<file path="src/rtl/tm_pkg.sv">
package tm_pkg;
  localparam int unsigned ADDR_W = 5;

  localparam logic [ADDR_W-1:0] A_CTRL  = 5'd0;
  localparam logic [ADDR_W-1:0] A_PRESC = 5'd1;
  localparam logic [ADDR_W-1:0] A_COUNT = 5'd2;
  localparam logic [ADDR_W-1:0] A_FLAGS = 5'd3;
  localparam logic [ADDR_W-1:0] A_MCTL  = 5'd4;
  localparam logic [ADDR_W-1:0] A_CCTL  = 5'd5;
  localparam int unsigned A_MATCH_BASE = 8;
  localparam int unsigned A_CAP_BASE   = 16;

  // control register bit positions
  localparam int unsigned C_EN   = 0;
  localparam int unsigned C_CLR  = 1;
  localparam int unsigned C_EXT  = 2;
  localparam int unsigned C_RISE = 3;
  localparam int unsigned C_FALL = 4;
  localparam int unsigned C_SEL  = 5;

  typedef struct packed {
    logic stop;
    logic zero;
    logic irq_en;
  } mctl_t;

  typedef struct packed {
    logic irq_en;
    logic on_fall;
    logic on_rise;
  } cctl_t;
endpackage

</file>
<file path="src/rtl/tm_edge_det.sv">
module tm_edge_det (
  input  logic clk_i,
  input  logic rst_ni,
  input  logic line_i,
  output logic rise_o,
  output logic fall_o
);
  logic meta_q, sync_q, prev_q;

  always_ff @(posedge clk_i or negedge rst_ni) begin
    if (!rst_ni) begin
      meta_q <= 1'b0;
      sync_q <= 1'b0;
      prev_q <= 1'b0;
    end else begin
      meta_q <= line_i;
      sync_q <= meta_q;
      prev_q <= sync_q;
    end
  end

  assign rise_o = sync_q & ~prev_q;
  assign fall_o = ~sync_q & prev_q;

  // two sampled edges can never be adjacent: source rate limit
  assert_edge_spacing_R4: assert property (@(posedge clk_i) disable iff (!rst_ni)
    rise_o |=> !rise_o);
  assert_fall_spacing_R4: assert property (@(posedge clk_i) disable iff (!rst_ni)
    fall_o |=> !fall_o);
endmodule

</file>
<file path="src/rtl/tm_prescale.sv">
module tm_prescale #(
  parameter int unsigned CW = 32
) (
  input  logic          clk_i,
  input  logic          rst_ni,
  input  logic          clr_i,
  input  logic          tick_i,
  input  logic [CW-1:0] limit_i,
  output logic          adv_o
);
  logic [CW-1:0] pc_q;

  assign adv_o = tick_i && (pc_q >= limit_i);

  always_ff @(posedge clk_i or negedge rst_ni) begin
    if (!rst_ni)      pc_q <= '0;
    else if (clr_i)   pc_q <= '0;
    else if (tick_i)  pc_q <= adv_o ? '0 : pc_q + 1'b1;
  end

  assert_pc_clear_R12: assert property (@(posedge clk_i) disable iff (!rst_ni)
    clr_i |=> (pc_q == '0));
endmodule

</file>
<file path="src/rtl/tm_capture.sv">
module tm_capture #(
  parameter int unsigned CW = 32
) (
  input  logic          clk_i,
  input  logic          rst_ni,
  input  logic          rise_i,
  input  logic          fall_i,
  input  logic          on_rise_i,
  input  logic          on_fall_i,
  input  logic [CW-1:0] count_i,
  output logic          hit_o,
  output logic [CW-1:0] value_o
);
  assign hit_o = (rise_i & on_rise_i) | (fall_i & on_fall_i);

  always_ff @(posedge clk_i or negedge rst_ni) begin
    if (!rst_ni)    value_o <= '0;
    else if (hit_o) value_o <= count_i;
  end

  assert_cap_hold_R8: assert property (@(posedge clk_i) disable iff (!rst_ni)
    !hit_o |=> $stable(value_o));
endmodule

</file>
<file path="src/rtl/tm_timer.sv">
module tm_timer
  import tm_pkg::*;
#(
  parameter int unsigned CW      = 32,
  parameter int unsigned N_MATCH = 4,
  parameter int unsigned N_CAP   = 4
) (
  input  logic              clk_i,
  input  logic              rst_ni,
  input  logic              reg_we_i,
  input  logic [ADDR_W-1:0] reg_addr_i,
  input  logic [CW-1:0]     reg_wdata_i,
  output logic [CW-1:0]     reg_rdata_o,
  input  logic [N_CAP-1:0]  cap_i,
  output logic [N_MATCH-1:0] match_o,
  output logic              irq_o
);
  localparam int unsigned SEL_W = (N_CAP > 1) ? $clog2(N_CAP) : 1;
  localparam int unsigned NF    = N_MATCH + N_CAP;
  localparam int unsigned MC_W  = 3 * N_MATCH;
  localparam int unsigned CC_W  = 3 * N_CAP;

  // control
  logic             en_q, clr_q, ext_q, erise_q, efall_q;
  logic [SEL_W-1:0] sel_q;
  logic [CW-1:0]    presc_q, tc_q;
  logic [NF-1:0]    flags_q;
  mctl_t [N_MATCH-1:0] mctl_q;
  cctl_t [N_CAP-1:0]   cctl_q;
  logic [CW-1:0]    mval_q [N_MATCH];
  logic [CW-1:0]    cval   [N_CAP];

  logic wr_ctrl, wr_count, wr_flags;
  assign wr_ctrl  = reg_we_i && (reg_addr_i == A_CTRL);
  assign wr_count = reg_we_i && (reg_addr_i == A_COUNT);
  assign wr_flags = reg_we_i && (reg_addr_i == A_FLAGS);

  // edge detection on every external line
  logic [N_CAP-1:0] rise_v, fall_v, cap_hit;
  for (genvar c = 0; c < N_CAP; c++) begin : g_line
    tm_edge_det u_edge (
      .clk_i  (clk_i),
      .rst_ni (rst_ni),
      .line_i (cap_i[c]),
      .rise_o (rise_v[c]),
      .fall_o (fall_v[c])
    );
    tm_capture #(.CW(CW)) u_cap (
      .clk_i     (clk_i),
      .rst_ni    (rst_ni),
      .rise_i    (rise_v[c]),
      .fall_i    (fall_v[c]),
      .on_rise_i (cctl_q[c].on_rise),
      .on_fall_i (cctl_q[c].on_fall),
      .count_i   (tc_q),
      .hit_o     (cap_hit[c]),
      .value_o   (cval[c])
    );
  end

  // count source
  logic ext_ev, tick, adv;
  assign ext_ev = (erise_q & rise_v[sel_q]) | (efall_q & fall_v[sel_q]);
  assign tick   = en_q && (ext_q ? ext_ev : 1'b1);

  tm_prescale #(.CW(CW)) u_presc (
    .clk_i   (clk_i),
    .rst_ni  (rst_ni),
    .clr_i   (clr_q | wr_count),
    .tick_i  (tick),
    .limit_i (presc_q),
    .adv_o   (adv)
  );

  // match compare
  logic [N_MATCH-1:0] hit, zero_en, stop_en;
  for (genvar m = 0; m < N_MATCH; m++) begin : g_match
    assign hit[m]     = adv && (tc_q == mval_q[m]);
    assign zero_en[m] = mctl_q[m].zero;
    assign stop_en[m] = mctl_q[m].stop;

    always_ff @(posedge clk_i or negedge rst_ni) begin
      if (!rst_ni) mval_q[m] <= '0;
      else if (reg_we_i && (reg_addr_i == ADDR_W'(A_MATCH_BASE + m)))
        mval_q[m] <= reg_wdata_i;
    end
  end
  assign match_o = hit;

  logic zero_any, stop_any;
  assign zero_any = |(hit & zero_en);
  assign stop_any = |(hit & stop_en);

  // counter
  always_ff @(posedge clk_i or negedge rst_ni) begin
    if (!rst_ni)       tc_q <= '0;
    else if (clr_q)    tc_q <= '0;
    else if (wr_count) tc_q <= reg_wdata_i;
    else if (adv) begin
      if (zero_any)      tc_q <= '0;
      else if (!stop_any) tc_q <= tc_q + 1'b1;
    end
  end

  // configuration registers
  always_ff @(posedge clk_i or negedge rst_ni) begin
    if (!rst_ni) begin
      en_q    <= 1'b0;
      clr_q   <= 1'b0;
      ext_q   <= 1'b0;
      erise_q <= 1'b0;
      efall_q <= 1'b0;
      sel_q   <= '0;
      presc_q <= '0;
      mctl_q  <= '0;
      cctl_q  <= '0;
    end else begin
      if (wr_ctrl) begin
        en_q    <= reg_wdata_i[C_EN];
        clr_q   <= reg_wdata_i[C_CLR];
        ext_q   <= reg_wdata_i[C_EXT];
        erise_q <= reg_wdata_i[C_RISE];
        efall_q <= reg_wdata_i[C_FALL];
        sel_q   <= reg_wdata_i[C_SEL +: SEL_W];
      end else if (stop_any) begin
        en_q <= 1'b0;
      end
      if (reg_we_i && reg_addr_i == A_PRESC) presc_q <= reg_wdata_i;
      if (reg_we_i && reg_addr_i == A_MCTL)  mctl_q  <= reg_wdata_i[MC_W-1:0];
      if (reg_we_i && reg_addr_i == A_CCTL)  cctl_q  <= reg_wdata_i[CC_W-1:0];
    end
  end

  // sticky flags, set beats clear
  logic [NF-1:0] set_v, clr_v, ien_v;
  assign set_v = {cap_hit, hit};
  assign clr_v = wr_flags ? reg_wdata_i[NF-1:0] : '0;

  always_ff @(posedge clk_i or negedge rst_ni) begin
    if (!rst_ni) flags_q <= '0;
    else         flags_q <= (flags_q & ~clr_v) | set_v;
  end

  for (genvar m = 0; m < N_MATCH; m++) begin : g_mien
    assign ien_v[m] = mctl_q[m].irq_en;
  end
  for (genvar c = 0; c < N_CAP; c++) begin : g_cien
    assign ien_v[N_MATCH + c] = cctl_q[c].irq_en;
  end
  assign irq_o = |(flags_q & ien_v);

  // read mux
  always_comb begin
    reg_rdata_o = '0;
    case (reg_addr_i)
      A_CTRL:  begin
        reg_rdata_o[C_EN]          = en_q;
        reg_rdata_o[C_CLR]         = clr_q;
        reg_rdata_o[C_EXT]         = ext_q;
        reg_rdata_o[C_RISE]        = erise_q;
        reg_rdata_o[C_FALL]        = efall_q;
        reg_rdata_o[C_SEL +: SEL_W] = sel_q;
      end
      A_PRESC: reg_rdata_o = presc_q;
      A_COUNT: reg_rdata_o = tc_q;
      A_FLAGS: reg_rdata_o[NF-1:0] = flags_q;
      A_MCTL:  reg_rdata_o[MC_W-1:0] = mctl_q;
      A_CCTL:  reg_rdata_o[CC_W-1:0] = cctl_q;
      default: begin
        for (int m = 0; m < N_MATCH; m++)
          if (reg_addr_i == ADDR_W'(A_MATCH_BASE + m)) reg_rdata_o = mval_q[m];
        for (int c = 0; c < N_CAP; c++)
          if (reg_addr_i == ADDR_W'(A_CAP_BASE + c)) reg_rdata_o = cval[c];
      end
    endcase
  end

  assert_tc_hold_R2: assert property (@(posedge clk_i) disable iff (!rst_ni)
    (!adv && !wr_count && !clr_q) |=> $stable(tc_q));
  assert_zero_wrap_R6: assert property (@(posedge clk_i) disable iff (!rst_ni)
    (zero_any && !wr_count && !clr_q) |=> (tc_q == '0));
  assert_stop_R7: assert property (@(posedge clk_i) disable iff (!rst_ni)
    (stop_any && !wr_ctrl) |=> !en_q);
  assert_set_wins_R10: assert property (@(posedge clk_i) disable iff (!rst_ni)
    (|set_v) |=> ((flags_q & $past(set_v)) == $past(set_v)));
  assert_irq_quiet_R11: assert property (@(posedge clk_i) disable iff (!rst_ni)
    (flags_q == '0) |-> !irq_o);
endmodule

</file>
<file path="config.mk">
export PLATFORM = sky130hd
export DESIGN_NAME = tm_timer
export DESIGN_NICKNAME = d
export VERILOG_FILES = /design/src/rtl/tm_pkg.sv /design/src/rtl/tm_edge_det.sv /design/src/rtl/tm_prescale.sv /design/src/rtl/tm_capture.sv /design/src/rtl/tm_timer.sv
export SDC_FILE = /design/constraint.sdc
export NUM_CORES = 1
export LEC_CHECK = 0
export BUFFER_PORTS_ARGS = -buffer_cell sky130_fd_sc_hd__buf_2
export CORE_ASPECT_RATIO = 1.4
export CORE_MARGIN = 8
export CORE_UTILIZATION = 50
export CTS_CLUSTER_SIZE = 20
export DETAILED_ROUTE_END_ITERATION = 10
export PLACE_DENSITY = 0.67
export SLEW_MARGIN = 10
export SYNTH_ARGS = -nofsm -noshare
export SYNTH_HDL_FRONTEND = slang
export SYNTH_SLANG_ARGS = --single-unit
</file>
<file path="constraint.sdc">
create_clock -name clk_i -period 3.4 [get_ports clk_i]
set_input_delay 0.34 -clock clk_i [delete_from_list [all_inputs] [get_ports clk_i]]
set_output_delay 0.34 -clock clk_i [all_outputs]
set_load 0.01 [all_outputs]
</file>
* After elaboration in Yosys (flattened, before gate mapping)
Index checks and enable logic that the tools add are counted.
** Storage, ports and cells
- Bits in registers :: 403
- Bits of input ports :: 44
- Output and inout port bits :: 37
- Word-level logic and storage cells :: 168
** Operators by class
- Add/sub/neg operators :: 2
- Magnitude comparators :: 2
- Equality and inequality tests :: 18
- Muxes and demuxes :: 28
- Bitwise logic cells :: 38
- Reduce and logical (&&, ||, !) cells :: 26
** Operators with widths (number)
- 32-bit 2-to-1 mux :: 16
- 32-bit equality test :: 4
- 32-bit by 1-bit adder with 32-bit output, second input constant :: 2
- 20-bit one-hot mux with 3 select lines :: 1
- 7-bit one-hot mux with 6 select lines :: 1
- 32-bit >= comparator :: 1
- 5-bit by 4-bit equality test with 1-bit output, second input constant :: 4
- 5-bit equality test, second input constant :: 4
- 4-bit one-hot mux with 5 select lines :: 1
- 1-bit AND :: 18
- 8-bit AND :: 2
- 1-bit logical AND :: 16
- 4-bit OR reduction :: 3
- 5-bit by 2-bit equality test with 1-bit output, second input constant :: 2
- 5-bit by 3-bit equality test with 1-bit output, second input constant :: 2
- 4-bit AND :: 2
- 8-bit 2-to-1 mux :: 1
- 1-bit inverter :: 8
- 8-bit inverter :: 1
- 8-bit OR :: 1
- 8-bit OR reduction :: 1
- 1-bit OR :: 6
- 1-bit one-hot mux with 6 select lines :: 1
- 5-bit by 1-bit equality test with 1-bit output, second input constant :: 1
- other kinds (9) :: 15

* Longest topological paths before layout
- Depth in word-level cells :: 17
- Mapped depth :: 12
- Gate-level depth less buffers :: 10

* By module
From an unflattened synthesis, not the netlist that was laid out.
** Unflattened totals
- Cells, all modules :: 1936
- Area, all modules :: 22700.5 µm²
** Modules (own cells, without submodules)
- tm_timer :: times used 1, cells an instance 1254, area an instance 13942.1 µm², seq. area each 5780.5 µm²
- tm_capture :: times used 4, cells an instance 69, area an instance 1340.0 µm², seq. area each 800.8 µm²
- tm_prescale :: times used 1, cells an instance 386, area an instance 3037.9 µm², seq. area each 800.8 µm²
- tm_edge_det :: times used 4, cells an instance 5, area an instance 90.1 µm², seq. area each 75.1 µm²

* Worst setup path after synthesis
OpenSTA, ideal clock, no wires.
- Path kind :: flip-flop to flip-flop
- From :: register u_presc.pc_q[0]
- To :: register u_presc.pc_q[6]
- Library setup time :: 77 ps
- Data arrival time :: 2490 ps
- Required time :: 3323 ps
- Slack :: 832 ps
- Cell stages (with the launch flop) :: 12
- Buffers on the path :: 1
- Period minus slack after synthesis :: 2568 ps
- Cells stage by stage :: dfrtp_1 -> inv_1 -> ha_1 -> nand2b_1 -> a2111o_1 -> a31oi_1 -> o22ai_1 -> o211ai_4 -> clkbuf_1 -> nand2_1 -> or3_1 -> a21oi_1
** Between the ends
- Word-level cells in the longest chain between the ends :: 5
- Elaborated cells on any way between the ends :: 6
- Classes of those cells :: 1 x add/sub; 1 x order compare; 3 x mux; 1 x reduce/logical
** RTL lines
- start: declaration :: line tm_prescale.sv:11 : logic [CW-1:0] pc_q;
- start signal: assignment :: line tm_prescale.sv:18 : else if (tick_i) pc_q <= adv_o ? '0 : pc_q + 1'b1;
- 32-bit >= comparator :: line tm_prescale.sv:13 : assign adv_o = tick_i && (pc_q >= limit_i);
- 1-bit logical AND :: line tm_prescale.sv:13
- 32-bit 2-to-1 mux * (2 in series) :: line tm_prescale.sv:18
- 32-bit 2-to-1 mux * :: line tm_prescale.sv:17 : else if (clr_i) pc_q <= '0;
Mark *: on every way between the ends. The rest lies on a longest branch, timed or not. The select of a mux whose other input is x is not followed.
A chain may end at the register's enable or synchronous reset.

* Final worst setup path
- From :: register u_presc.pc_q[0]
- To :: output port match_o[1]
** Between the ends
- Word-level cells in the longest chain between the ends :: 3
** RTL lines
- 32-bit >= comparator :: line tm_prescale.sv:13
- 1-bit logical AND :: line tm_prescale.sv:13
- 1-bit logical AND :: line tm_timer.sv:78 : assign hit[m] = adv && (tc_q == mval_q[m]);
- end: declaration :: line tm_timer.sv:15 : output logic [N_MATCH-1:0] match_o,
Every way passes these cells.

==> parameters.txt <==
Parameter                              Value

Placed design
  Cells after DPL ... 2379
  Routability congestion estimate from global placement ... 0.980
  Detailed Place HPWL ... 49200 um
  IO buf count ... 80

Logic synthesis
  Syn Inst Count ... 1796
  Part of the Yosys area used for sequential elements ... 48.3%
  Avg Inst Size Synth ... 11.6 sq um
  Yosys warns ... 0
  Number of register bits inferred by synthesis ... 403
  Top_reg_cell synth ... sky130_fd_sc_hd__dfrtp_1
  Proportion of register bits with asynchronous set or reset after synthesis ... 100%
  Syn nets ... 1874
  Number of enable-type register cells in the synthesized netlist ... 0
  Post-synth design cell area ... 20900 sq um
  Distinct cell type count of the synthesized netlist ... 64

Routing
  Initial drt markers ... 1683
  DRC ... 0
  Total number of vias ... 15900
  DRT antenna net count ... 0
  Total Wirelength ... 69500 um
  Wire per inst ... 28.2 um
  First-pass iteration count of the detailed router ... 9
  Via-per-instance ratio ... 6.44

Layout
  Antenna cell count ... 0
  Most frequent cells in the layout ... sky130_fd_sc_hd__dfrtp_1 (400), sky130_fd_sc_hd__mux2_2 (312), sky130_fd_sc_hd__xnor2_1 (156)
  Number of nets in the finished design ... 1967
  Count of fill cells added during filler insertion ... 3468
  Final Util ... 57.7%
  Total area of multi-input combinational cells ... 10100 sq um
  Final Non-Filler Cells ... 2461
  FF/Latch Area ... 10100 sq um
  Layout-stage area growth over the synthesis result ... 13.8%
  Most common cell after layout, fill and taps aside ... sky130_fd_sc_hd__dfrtp_1
  Ratio of cells with drive above 1 in the final layout ... 32.0%

Power and ir drop
  Peak ir drop on the vdd network ... 0.431 mV
  Power density relative to cell area ... 615 nW/um^2
  Static Leakage ... 10.5 nW
  Power consumption ... 14.6 mW

CTS
  Clock-pin slew reported for the worst setup and hold paths after clock tree synthesis ... 0.06 ns
  TritonCTS Buffers ... 42
  Clock Latency Late Sink ... 0.56 ns
  TritonCTS clock tree ... built
  Count of H-tree levels built during CTS ... 2
  Root cell of the clock tree ... sky130_fd_sc_hd__clkbuf_16
  Sinks on the clock net ... 403
  Number of buffers on the longest clock path ... 3

STA
  Count of final setup violators ... 0
  Transition time at the pin with the least slew margin ... 0.758 ns
  Final Max Slew Viols ... 0
  Period minus WS final ... 3.28 ns
  Relative slew slack ... 49.3%
  Share of the cycle needed by the critical path after routing ... 96.6%
  Final hold violations ... 0
  Worst Clk Skew ... 0.0159 ns
  Maximum clock rate ... 0.304 GHz
  Unrepaired setup endpoints after global routing ... false

GRT
  Global router's overall resource usage ... 28.4%
  Pin count of the biggest net entering global routing ... 97
  Total gr overflow ... 0
  Wire length of the first global-routing pass ... 106000 um
  Initial antenna violation count ... 0
  Number of global-route vias before repair ... 16400

Die
  Initial core utilization ... 50.7%
  Core area ... 41200 sq um
  Height of the die ... 258 um
  Die ar. ... 48700 sq um
  Chip width ... 189 um
  # IOs ... 81
  Cell Rows ... 88

Setup path
  Crit path launch ... u_presc.pc_q[0]
  Critical register-to-register path startpoint ... u_presc.pc_q[0]
  Worst Path Class, Setup ... register to output port
  R2r setup slk ... 0.21 ns
  Depth of the worst register-to-register path ... 12
  CP max stage cell ... sky130_fd_sc_hd__a2111o_1
  CP max stage delay ... 0.44 ns
  Category of the worst setup path capture point ... output port
  Cell breakdown of the critical path ... inv_1 > ha_1 > nand2b_1 > a2111o_1 > a31oi_4 > o22ai_1 > o211ai_4 > buf_6 > nor2_2 > buf_2
  Peak fanout along the critical path ... 9
  Startpoint type of the worst setup path ... register
  Data required time at the worst endpoint ... 3.06 ns
  Data arrival time at the worst-slack endpoint ... 2.94 ns

Worst hold path
  Number of cells on the worst hold path ... 3
  Hold path startpoint ... reg_wdata_i[0]
  Worst hold-check path type ... input pin to register

Job
  Max-cap violations ... 0

Outcome
  Outcome ... finished clean
[layer usage]
metal	global-route usage, %	share of wire, %	up-vias
met1	35.3	39	8204
met2	46.0	48	656
met3	4.41	6.2	180
met5	0	0	-
li1	-	-	6819
met4	17.4	6.8	0
[final timing paths]
path | end
setup reg to reg | tc_q[4]
max in group asynchronous | u_presc.pc_q[17]
hold reg to reg | g_line[0].u_edge.sync_q
setup / recovery | match_o[1]
hold / removal | flags_q[0]
min in group asynchronous | g_line[3].u_cap.value_o[11]
[layout make-up]
type	count	area share, %
Clock buffer	63	5.26
Clock inverter	13	0.411
Inverter	76	1.20
Multi-Input combinational cell	1181	42.5
Sequential cell	403	42.4
Tap cell	540	2.84
Timing Repair Buffer	185	5.37
[report_power, final]
part	internal, mW	switching (mW)
clock	2.62	1.95
sequential	5.78	1.01
combinational	1.57	1.70
[per-stage QoR]
stage               worst slack (ns)  hold slack, ns  setup TNS [ns]  area, sq um
finish                         0.116          0.0683               0        23800
global route                  0.0209          0.0933               0        23800
CTS                          -0.0320          0.0622         -0.0787        23700
detailed placement             0.268           0.336               0        22300
global placement               0.335           0.335               0        22300
floorplan                      0.832          0.0444               0        20900
[synth_stat cells, drive strengths merged (11+ instances only)]
master  instances  area [sq um]
xor2           11          96.3
a21oi          19          95.1
inv            76           285
nand2          94           355
mux2          312          3510
a221oi         50           519
clkbuf         73           274
nand2b         13          81.3
a222oi         57           571
a22o           36           315
dfrtp         403         10100
a21o           16           120
nor2           63           253
mux2i          13           130
nor4           15           106
nand3          69           345
nor3           12          60.1
buf            63           323
a22oi          36           270
ha             34           425
and3           19           119
o21ai          20           111
xnor2         156          1370
nand4          55           350
[flip-flops by register name, indices dropped and copies added, names as in the netlist, 8 cells and up]
register,count
g_line.u_cap.value_o,128
mval_q,128
presc_q,32
tc_q,32
u_presc.pc_q,32
cctl_q,12
flags_q,8
mctl_q,8
[critical path: cells and delay by family, from the launching register on]
kind / cells / cell delay (ns)
AND/OR/NAND/NOR: 2 / 0.22
adder cells (fa/ha/maj): 1 / 0.22
AO/OA/AOI/OAI: 4 / 1.11
buffers and inverters: 3 / 0.43
flip-flops: 1 / 0.39
[what timing repair did]
| action | in CTS | in global routing |
|---|---|---|
| hold buffers | 5 | 0 |
| endpoints found under the hold margin | 68 | 0 |
| buffers inserted | 1 | 0 |
| pin swaps | 1 | 3 |
| resized for setup | 2 | 13 |
| endpoints found under the setup margin | 4 | 4 |
[kinds of logic after synthesis]
kind of cell | after synthesis | synth area share, %
compound gates | 286 | 11.8
flops | 403 | 48.3
simple gates | 367 | 9.01
fa+ha+maj | 34 | 2.04
buf+inv | 212 | 4.22
mux | 327 | 17.7
xor+xnor | 167 | 7.00
(Power assumes the default switching activity.)
